<file path="src/rtl/dq_pkg.sv">
// Shared sizes and types for the two-level lookup dequantizer.
// Assumes one bitplane nibble carries one bit of each of LANES weights.
package dq_pkg;
    parameter int CODE_W  = 4;              // bits per weight code
    parameter int LANES   = 4;              // weights per group
    parameter int VAL_W   = 16;             // Q8.8 value width
    parameter int ENTRIES = 1 << CODE_W;    // stage-two table depth

    typedef logic [CODE_W-1:0] code_t;
    typedef logic [VAL_W-1:0]  val_t;
endpackage

</file>
<file path="src/rtl/dq_repack.sv">
// Stage one: fixed bit-repacking lookup.
// Each plane nibble indexes a computed table whose entry places bit i of the
// nibble at bit (CODE_W*i + plane) of the group word. The per-plane fragments
// are ORed into LANES bit-parallel codes. Purely combinational.
module dq_repack #(
    parameter int CODE_W = dq_pkg::CODE_W,
    parameter int LANES  = dq_pkg::LANES
) (
    input  logic [CODE_W*LANES-1:0] planes,
    output logic [CODE_W*LANES-1:0] codes
);
    localparam int WORD_W = CODE_W * LANES;

    // Computed table entry for a given plane number and plane index.
    function automatic logic [WORD_W-1:0] frag_of(input int plane, input logic [LANES-1:0] idx);
        logic [WORD_W-1:0] w;
        w = '0;
        for (int i = 0; i < LANES; i++) begin
            w[CODE_W*i + plane] = idx[i];
        end
        return w;
    endfunction

    logic [WORD_W-1:0] frag [CODE_W];

    genvar p;
    generate
        for (p = 0; p < CODE_W; p++) begin : g_plane
            // Look up the fragment of plane p.
            assign frag[p] = frag_of(p, planes[LANES*p +: LANES]);
        end
    endgenerate

    // OR all fragments into the bit-parallel code word.
    always_comb begin
        codes = '0;
        for (int k = 0; k < CODE_W; k++) begin
            codes = codes | frag[k];
        end
    end
endmodule

</file>
<file path="src/rtl/dq_table.sv">
// Stage two: per-block value table, double-buffered.
// Two banks. One is active for lookups, the other is the shadow for writes.
// A swap strobe exchanges their roles at the clock edge, so a lookup made
// in the strobe cycle still reads the old active bank. A write in the strobe
// cycle lands in the bank that becomes active.
module dq_table #(
    parameter int CODE_W = dq_pkg::CODE_W,
    parameter int LANES  = dq_pkg::LANES,
    parameter int VAL_W  = dq_pkg::VAL_W
) (
    input  logic                    clk,
    input  logic                    rst_n,
    input  logic                    wr_en,
    input  logic [CODE_W-1:0]       wr_addr,
    input  logic [VAL_W-1:0]        wr_data,
    input  logic                    swap,
    input  logic [CODE_W*LANES-1:0] rd_codes,
    output logic [VAL_W*LANES-1:0]  rd_vals
);
    localparam int ENTRIES = 1 << CODE_W;

    logic [VAL_W-1:0] bank0 [ENTRIES];
    logic [VAL_W-1:0] bank1 [ENTRIES];
    logic             act_sel;

    // Toggle which bank is active on each block-start strobe.
    always_ff @(posedge clk) begin
        if (!rst_n) act_sel <= 1'b0;
        else if (swap) act_sel <= ~act_sel;
    end

    // Write the shadow bank; clear both banks in reset.
    always_ff @(posedge clk) begin
        if (!rst_n) begin
            for (int e = 0; e < ENTRIES; e++) begin
                bank0[e] <= '0;
                bank1[e] <= '0;
            end
        end else if (wr_en) begin
            if (act_sel) bank0[wr_addr] <= wr_data;
            else         bank1[wr_addr] <= wr_data;
        end
    end

    genvar l;
    generate
        for (l = 0; l < LANES; l++) begin : g_lane
            // Read lane l's value from the active bank.
            assign rd_vals[VAL_W*l +: VAL_W] = act_sel ? bank1[rd_codes[CODE_W*l +: CODE_W]]
                                                       : bank0[rd_codes[CODE_W*l +: CODE_W]];
        end
    endgenerate
endmodule

</file>
<file path="src/rtl/dq_stage.sv">
// One valid/ready register slice with no bubble: it loads whenever it is
// empty or its content leaves in the same cycle. It holds its data while
// stalled.
module dq_stage #(
    parameter int W = 64
) (
    input  logic         clk,
    input  logic         rst_n,
    input  logic         up_valid,
    output logic         up_ready,
    input  logic [W-1:0] up_data,
    output logic         dn_valid,
    input  logic         dn_ready,
    output logic [W-1:0] dn_data
);
    assign up_ready = !dn_valid || dn_ready;

    // Advance or hold the slice contents.
    always_ff @(posedge clk) begin
        if (!rst_n) begin
            dn_valid <= 1'b0;
            dn_data  <= '0;
        end else if (up_ready) begin
            dn_valid <= up_valid;
            if (up_valid) dn_data <= up_data;
        end
    end
endmodule

</file>
<file path="src/rtl/dq_plane_dequant.sv">
// Top: two-level lookup weight dequantizer.
// in_planes -> repack lookup -> value lookup -> slice A -> slice B -> out.
// Both lookups are done in the accept cycle, so each beat is tied to the
// table active when it was accepted. Latency is two cycles, one beat per
// cycle.
module dq_plane_dequant #(
    parameter int CODE_W = dq_pkg::CODE_W,
    parameter int LANES  = dq_pkg::LANES,
    parameter int VAL_W  = dq_pkg::VAL_W
) (
    input  logic                    clk,
    input  logic                    rst_n,
    input  logic                    tbl_we,
    input  logic [CODE_W-1:0]       tbl_addr,
    input  logic [VAL_W-1:0]        tbl_data,
    input  logic                    blk_start,
    input  logic                    in_valid,
    output logic                    in_ready,
    input  logic [CODE_W*LANES-1:0] in_planes,
    output logic                    out_valid,
    input  logic                    out_ready,
    output logic [VAL_W*LANES-1:0]  out_vals
);
    localparam int OUT_W = VAL_W * LANES;

    logic [CODE_W*LANES-1:0] codes;
    logic [OUT_W-1:0]        looked;
    logic                    mid_valid;
    logic                    mid_ready;
    logic [OUT_W-1:0]        mid_vals;

    dq_repack #(.CODE_W(CODE_W), .LANES(LANES)) u_repack (
        .planes (in_planes),
        .codes  (codes)
    );

    dq_table #(.CODE_W(CODE_W), .LANES(LANES), .VAL_W(VAL_W)) u_table (
        .clk      (clk),
        .rst_n    (rst_n),
        .wr_en    (tbl_we),
        .wr_addr  (tbl_addr),
        .wr_data  (tbl_data),
        .swap     (blk_start),
        .rd_codes (codes),
        .rd_vals  (looked)
    );

    dq_stage #(.W(OUT_W)) u_slice_a (
        .clk      (clk),
        .rst_n    (rst_n),
        .up_valid (in_valid),
        .up_ready (in_ready),
        .up_data  (looked),
        .dn_valid (mid_valid),
        .dn_ready (mid_ready),
        .dn_data  (mid_vals)
    );

    dq_stage #(.W(OUT_W)) u_slice_b (
        .clk      (clk),
        .rst_n    (rst_n),
        .up_valid (mid_valid),
        .up_ready (mid_ready),
        .up_data  (mid_vals),
        .dn_valid (out_valid),
        .dn_ready (out_ready),
        .dn_data  (out_vals)
    );
endmodule

</file>
<file path="config.mk">
export PLATFORM = sky130hd
export DESIGN_NAME = dq_plane_dequant
export DESIGN_NICKNAME = d
export VERILOG_FILES = /design/src/rtl/dq_pkg.sv /design/src/rtl/dq_repack.sv /design/src/rtl/dq_table.sv /design/src/rtl/dq_stage.sv /design/src/rtl/dq_plane_dequant.sv
export SDC_FILE = /design/constraint.sdc
export NUM_CORES = 1
export LEC_CHECK = 0
export ABC_AREA = 0
export BUFFER_PORTS_ARGS = -buffer_cell sky130_fd_sc_hd__buf_2
export CORE_MARGIN = 1
export CORE_UTILIZATION = 35
export DETAILED_ROUTE_END_ITERATION = 6
export PLACE_DENSITY_LB_ADDON = 0.2
export SETUP_SLACK_MARGIN = 0.4
export SLEW_MARGIN = 20
export SYNTH_ARGS = -nofsm -noshare
export SYNTH_HDL_FRONTEND = slang
export SYNTH_HIERARCHICAL = 1
export SYNTH_SLANG_ARGS = --single-unit
</file>
<file path="constraint.sdc">
create_clock -name clk -period 8.3 [get_ports clk]
set_clock_uncertainty 0.05 [all_clocks]
set_input_delay 1.245 -clock clk [delete_from_list [all_inputs] [get_ports clk]]
set_output_delay 1.245 -clock clk [all_outputs]
set_load 0.1 [all_outputs]
</file>
Yosys cells after proc, flatten, opt, wreduce, memory -nomap -nowiden
Memory sizes are Yosys's and may differ from the RTL's.
Cells that the tools add are included.
{"block": "totals", "regBits": 131, "ramBits": 512, "in_bits": 42, "output_inout_bits": 66, "word_cells": 38, "n_memories": 2}
{"block": "classes", "mux": 19, "bitwise_logic": 4, "reduce_logical": 8}
{"memory": "u_table.bank0", "depth": 16, "width": 16, "rd": 4, "rd_clocked_by_memory_dff": 0, "wr": 16, "line": "dq_table.sv:22", "source": "logic [VAL_W-1:0] bank0 [ENTRIES];"}
{"memory": "u_table.bank1", "depth": 16, "width": 16, "rd": 4, "rd_clocked_by_memory_dff": 0, "wr": 16, "line": "dq_table.sv:23", "source": "logic [VAL_W-1:0] bank1 [ENTRIES];"}
{"cell": "$mux 16", "n": 6}
{"cell": "$reduce_or 16->1", "n": 2}
{"cell": "$or 16x15->16", "n": 1}
{"cell": "$or 16x16->16", "n": 1}
{"cell": "$or 13x14->14", "n": 1}
{"cell": "$mux 1", "n": 11}
{"cell": "$mux 4", "n": 2}
{"cell": "$reduce_and 2->1", "n": 2}
{"cell": "$logic_not 1->1", "n": 2}
{"cell": "$logic_or 1x1->1", "n": 2}
{"cell": "$not 1->1", "n": 1}

Depth between registers and ports, before layout
{"block": "depth", "ltp_word": 6, "depth_mapped": 11, "depth_no_buf": 7}

By module
Netlist, hierarchy kept.
{"mod": "dq_table", "n_inst": 1, "cells_each": 3474, "area_each_um2": 37358.3, "seq_area_each_um2": 15394.8}
{"mod": "dq_stage", "n_inst": 2, "cells_each": 282, "area_each_um2": 2655.0, "seq_area_each_um2": 1301.2}
{"mod": "dq_repack", "n_inst": 1, "cells_each": 16, "area_each_um2": 120.1, "seq_area_each_um2": 0.0}

Worst setup path after synthesis
OpenSTA, ideal clock, no wires.
{"block": "synth_timing", "path_type": "in2reg", "from": "input tbl_addr[1]", "to": "memory u_table.bank0[12][0] (enable)", "setup_time_ns": 0.411, "arrival_time_ns": 2.999, "required_time_ns": 7.839, "path_slack_ns": 4.840, "stages": 4, "n_path_buf": 2, "cell_sequence": "or2_1 -> buf_2 -> buf_2 -> o21ai_0"}
{"item": "start, declared", "line": "dq_plane_dequant.sv:14", "source": "input logic [CODE_W-1:0] tbl_addr,"}
{"item": "end, declared", "line": "dq_table.sv:22"}

Final worst setup path
{"block": "layout_timing", "from": "input in_planes[5]", "to": "register u_slice_a.dn_data[23]"}
{"block": "layout_via", "elab_chain_cells": 5, "elab_cells_between_ends": 6, "cone_classes": "mux (1); bitwise (3); memory (2)"}
{"item": "start, declared", "line": "dq_plane_dequant.sv:19", "source": "input logic [CODE_W*LANES-1:0] in_planes,"}
{"item": "$or 13x14->14 (*)", "line": "dq_repack.sv:38", "source": "codes = codes | frag[k];"}
{"item": "$or 16x15->16 (*)", "line": "dq_repack.sv:38"}
{"item": "$or 16x16->16 (*)", "line": "dq_repack.sv:38"}
{"item": "$mem_v2 16x16 (on tied branches)"}
{"item": "$mux 16 (*)", "line": "dq_table.sv:49", "source": "assign rd_vals[VAL_W*l +: VAL_W] = act_sel ? bank1[rd_codes[CODE_W*l +: CODE_W]]"}
{"item": "net looked[23]", "line": "dq_plane_dequant.sv:27", "source": "logic [OUT_W-1:0] looked;"}
{"item": "end signal, assigned", "line": "dq_stage.sv:25", "source": "if (up_valid) dn_data <= up_data;"}
{"item": "end, declared", "line": "dq_stage.sv:14", "source": "output logic [W-1:0] dn_data"}
The timed path passes the listed nets; every way through them passes the cells marked *.
A chain may end at the register's enable or synchronous reset.

==> implementation parameters <==
Parameter                              Value

Synthesis
  Post-synthesis cell count    4054
  Most area-hungry cell type in the Yosys netlist    sky130_fd_sc_hd__edfxtp_1
  Synth top area cells    sky130_fd_sc_hd__edfxtp_1, sky130_fd_sc_hd__mux2i_1, sky130_fd_sc_hd__and2_1
  Average cell area after synthesis    10.6 sq um
  Sequential area share after synthesis    0.421
  Yosys warning total    6
  Post-synth top area share    0.359
  Net count of the mapped netlist    roughly 4100
  Count of different cell masters after synthesis    39
  Number of flip-flops and latches in the synthesized netlist    643
  Post-synth design cell area    ~43000 sq um

Detailed routing
  Count of nets left with antenna violations after detail routing    0
  Count of TritonRoute iterations in the first routing pass    7
  Avg Vias per Cell    6.11
  Routed vias    34200
  Starting DRC count in detailed routing    around 4200
  WL final    183 mm
  # DRC    0
  Routed wirelength normalized by instance count    32.7 microns

Timing
  Final period demand of the worst path    around 4000 ps
  Relative slew slack    0.181
  Final hold violations    0
  Worst-case setup margin in the final layout    around 4400 ps
  Unrepaired setup endpoints after global routing    false
  Actual slew at the worst max-slew pin    1230 ps
  Max Slew Vio Count    0
  Tightest hold margin    405 ps
  Total negative setup slack    0 ps
  Count of final setup violators    0
  Max Fclk    about 0.26 GHz
  Final worst path period share    0.470

Hold path
  Endpoint, Worst Hold    u_slice_b/dn_data[36]$_SDFFE_PN0P_
  Path type of the worst min-delay path    register to register
  Hold-critical path depth    2
  Launch instance of the worst min-delay path    u_slice_b/dn_data[36]$_SDFFE_PN0P_

Critical path
  Depth of the worst register-to-register path    7
  Worst-path maximum fanout    72
  Reg-to-reg slack, setup    4870 ps
  Element type at the critical path start    primary input
  Critical path class    primary input to register
  Arrival time of the worst setup path    between 4000 and 5000 ps
  R2R Path End    u_slice_a/dn_data[55]$_SDFFE_PN0P_
  WP data required    8760 ps
  Crit. End Element    register
  Reg-to-Reg Start    u_table/act_sel$_SDFFE_PN0P_

Layout
  Final cell count without fillers    5609
  Number of nets in the finished design    about 4000
  Fraction of layout instances using a drive strength above 1    0.104
  Layout overhead on the synthesized area    8.99%

Pwr
  Static power due to leakage    19.1 nW
  Worst IR drop on VDD    0.134 mV
  Power per unit of standard cell area    189 nW/um^2

CTS
  Post-cts hold buffer count    0
  Clock sink count    643
  TritonCTS clock tree    yes
  Num CTS Buffers    79
  Clock-pin slew of the registers on the worst-case setup and hold paths    60 ps
  # resized after CTS    0
  H-tree depth    3
  Cell at the root of the clock tree    sky130_fd_sc_hd__clkbuf_16
  Setup bufs post-CTS    0
  Worst skew pair latency    approximately 670 ps
  Bufs on Longest Clock Path    3

Die
  Die area    124000 sq um
  Width of the die    ~350 microns
  Top-Level Pins    108
  Effective utilization at floorplan    0.355
  Die height    352 microns
  Count of standard-cell rows    127
  Core box area    ~120000 sq um

Placed design
  HPWL after detailed placement    112 mm
  Placer Congestion    0.929
  DP Worst Slack    slightly below 4000 ps
  Number of placed instances with taps included    roughly 5400
  Number of buffer cells added on primary ports    between 100 and 150

Global route
  Global-route met3 utilization    0.0793
  Total global-route track usage    0.289
  Global routing usage on met2    0.434
  Via count of the first global-routing pass    around 33000
  GRT met1 Usage    0.380
  Antenna violations before repair    27
  Global route hottest layer    met2
  Global-route wire length before repair    253 mm
  Maximum number of pins on one net before global-route repair    121
  Leftover overflow at the end of global routing    0

Flow run
  Number of max-cap violations    0

Status
  Run status    complete, no violations
==> sequential cells by signal, indices dropped and copies added (netlist names) <==
| register | flops |
|---|---|
| u_slice_a/dn_valid | 1 |
| u_slice_b/dn_data | 64 |
| u_table/bank0 | 256 |
| u_table/act_sel | 1 |
| u_slice_b/dn_valid | 1 |
| u_slice_a/dn_data | 64 |
| u_table/bank1 | 256 |
==> metal layers <==
layer / part of all wire / routed length [microns]
met1: 0.41 / 74900
met5: 0.00072 / 131
met2: 0.43 / 78600
met3: 0.11 / 20100
met4: 0.052 / 9440
==> cell usage after synthesis, drive strengths merged <==
master  count
a22o      128
a31oi      64
nand3     130
nor2b       9
inv         2
a21boi      2
o21ai      32
and2b       1
nor3       64
and3        1
clkbuf    165
a22oi     256
buf       246
nor2       38
nand2b     12
and2      519
xor2        1
nand2     392
dfxtp     131
a21oi     128
mux2i    1152
nand4      64
or2         5
edfxtp    512
==> final cells by class <==
cell class / instances / area [sq um]
multi-input cells: 2998 / 22800
well taps: 1612 / 2020
repair buffers: 194 / 1280
flip-flops and latches: 643 / 18000
fillers: 11800 / 74000
clock inverters: 40 / 332
inverters: 2 / 7.51
clock buffers: 107 / 2220
diodes: 13 / 32.5
==> placed cells by master, fill, tap and decap left out, types with 3 or more instances in the layout <==
cell type and count:
sky130_fd_sc_hd__a21oi_1 128, sky130_fd_sc_hd__a22o_1 128, sky130_fd_sc_hd__a22oi_1 256, sky130_fd_sc_hd__a31oi_1 64, sky130_fd_sc_hd__and2_1 513, sky130_fd_sc_hd__and2_4 6, sky130_fd_sc_hd__buf_12 3, sky130_fd_sc_hd__buf_2 102
sky130_fd_sc_hd__buf_4 84, sky130_fd_sc_hd__buf_8 5, sky130_fd_sc_hd__bufinv_16 3, sky130_fd_sc_hd__clkbuf_1 17, sky130_fd_sc_hd__clkbuf_16 82, sky130_fd_sc_hd__clkbuf_8 7, sky130_fd_sc_hd__clkinv_1 10, sky130_fd_sc_hd__clkinv_2 15
sky130_fd_sc_hd__clkinv_4 3, sky130_fd_sc_hd__dfxtp_1 130, sky130_fd_sc_hd__diode_2 13, sky130_fd_sc_hd__edfxtp_1 512, sky130_fd_sc_hd__inv_6 5, sky130_fd_sc_hd__mux2i_1 1152, sky130_fd_sc_hd__nand2_1 386, sky130_fd_sc_hd__nand2_2 5
sky130_fd_sc_hd__nand2b_1 10, sky130_fd_sc_hd__nand3_1 128, sky130_fd_sc_hd__nand4_1 64, sky130_fd_sc_hd__nor2_2 23, sky130_fd_sc_hd__nor2_4 15, sky130_fd_sc_hd__nor2b_4 8, sky130_fd_sc_hd__nor3_1 64, sky130_fd_sc_hd__o21ai_2 15
sky130_fd_sc_hd__o21ai_4 17, sky130_fd_sc_hd__or2_2 4
==> cells by family (layout without fill, tap and decap cells) <==
group           count (synthesis)  after routing  synth area share
xor+xnor                        1              1          0.000205
other cells                     0             13                 0
compound gates                610            610            0.0995
mux                          1152           1152             0.269
simple gates                 1235           1235             0.153
buf+inv                       413            343            0.0567
flops                         643            643             0.421
==> worst max path at each step <==
stage	startpoint	endpoint	slack, ps	depth (start not counted)
2_1_floorplan	tbl_addr[1]	u_table/bank0[12][0]$_SDFFCE_PN0P_	4840	4
3_3_place_gp	in_planes[11]	u_slice_a/dn_data[59]$_SDFFE_PN0P_	3850	9
3_5_place_dp	in_planes[11]	u_slice_a/dn_data[59]$_SDFFE_PN0P_	3860	9
4_1_cts	in_planes[11]	u_slice_a/dn_data[59]$_SDFFE_PN0P_	4570	9
5_1_grt	in_planes[5]	u_slice_a/dn_data[23]$_SDFFE_PN0P_	4500	8
6_report	in_planes[5]	u_slice_a/dn_data[23]$_SDFFE_PN0P_	4400	8
==> critical path, stage by stage <==
cell                      delay, ps
sky130_fd_sc_hd__buf_8          590
sky130_fd_sc_hd__buf_4          660
sky130_fd_sc_hd__mux2i_1        260
sky130_fd_sc_hd__a22oi_1        140
sky130_fd_sc_hd__a31oi_1        890
sky130_fd_sc_hd__nand3_1        270
sky130_fd_sc_hd__nand2_1        140
sky130_fd_sc_hd__mux2i_1         80
==> power by group <==
group          total (W)  internal [W]  switching [W]  leakage, nW
registers        0.00377       0.00362       0.000150         6.35
clock network    0.00349       0.00198        0.00151         1.26
logic            0.00155      0.000467        0.00108         11.5
==> metrics by stage <==
stage          utilization  total power (W)  cell area [sq um]
2_1_floorplan            -          0.00476              42800
3_3_place_gp         0.365          0.00532              44000
3_5_place_dp         0.365          0.00533              44000
4_1_cts              0.386          0.00878              46600
5_1_grt              0.386          0.00900              46600
6_report             0.387          0.00880              46600
Power figures use the tool's default switching activity.
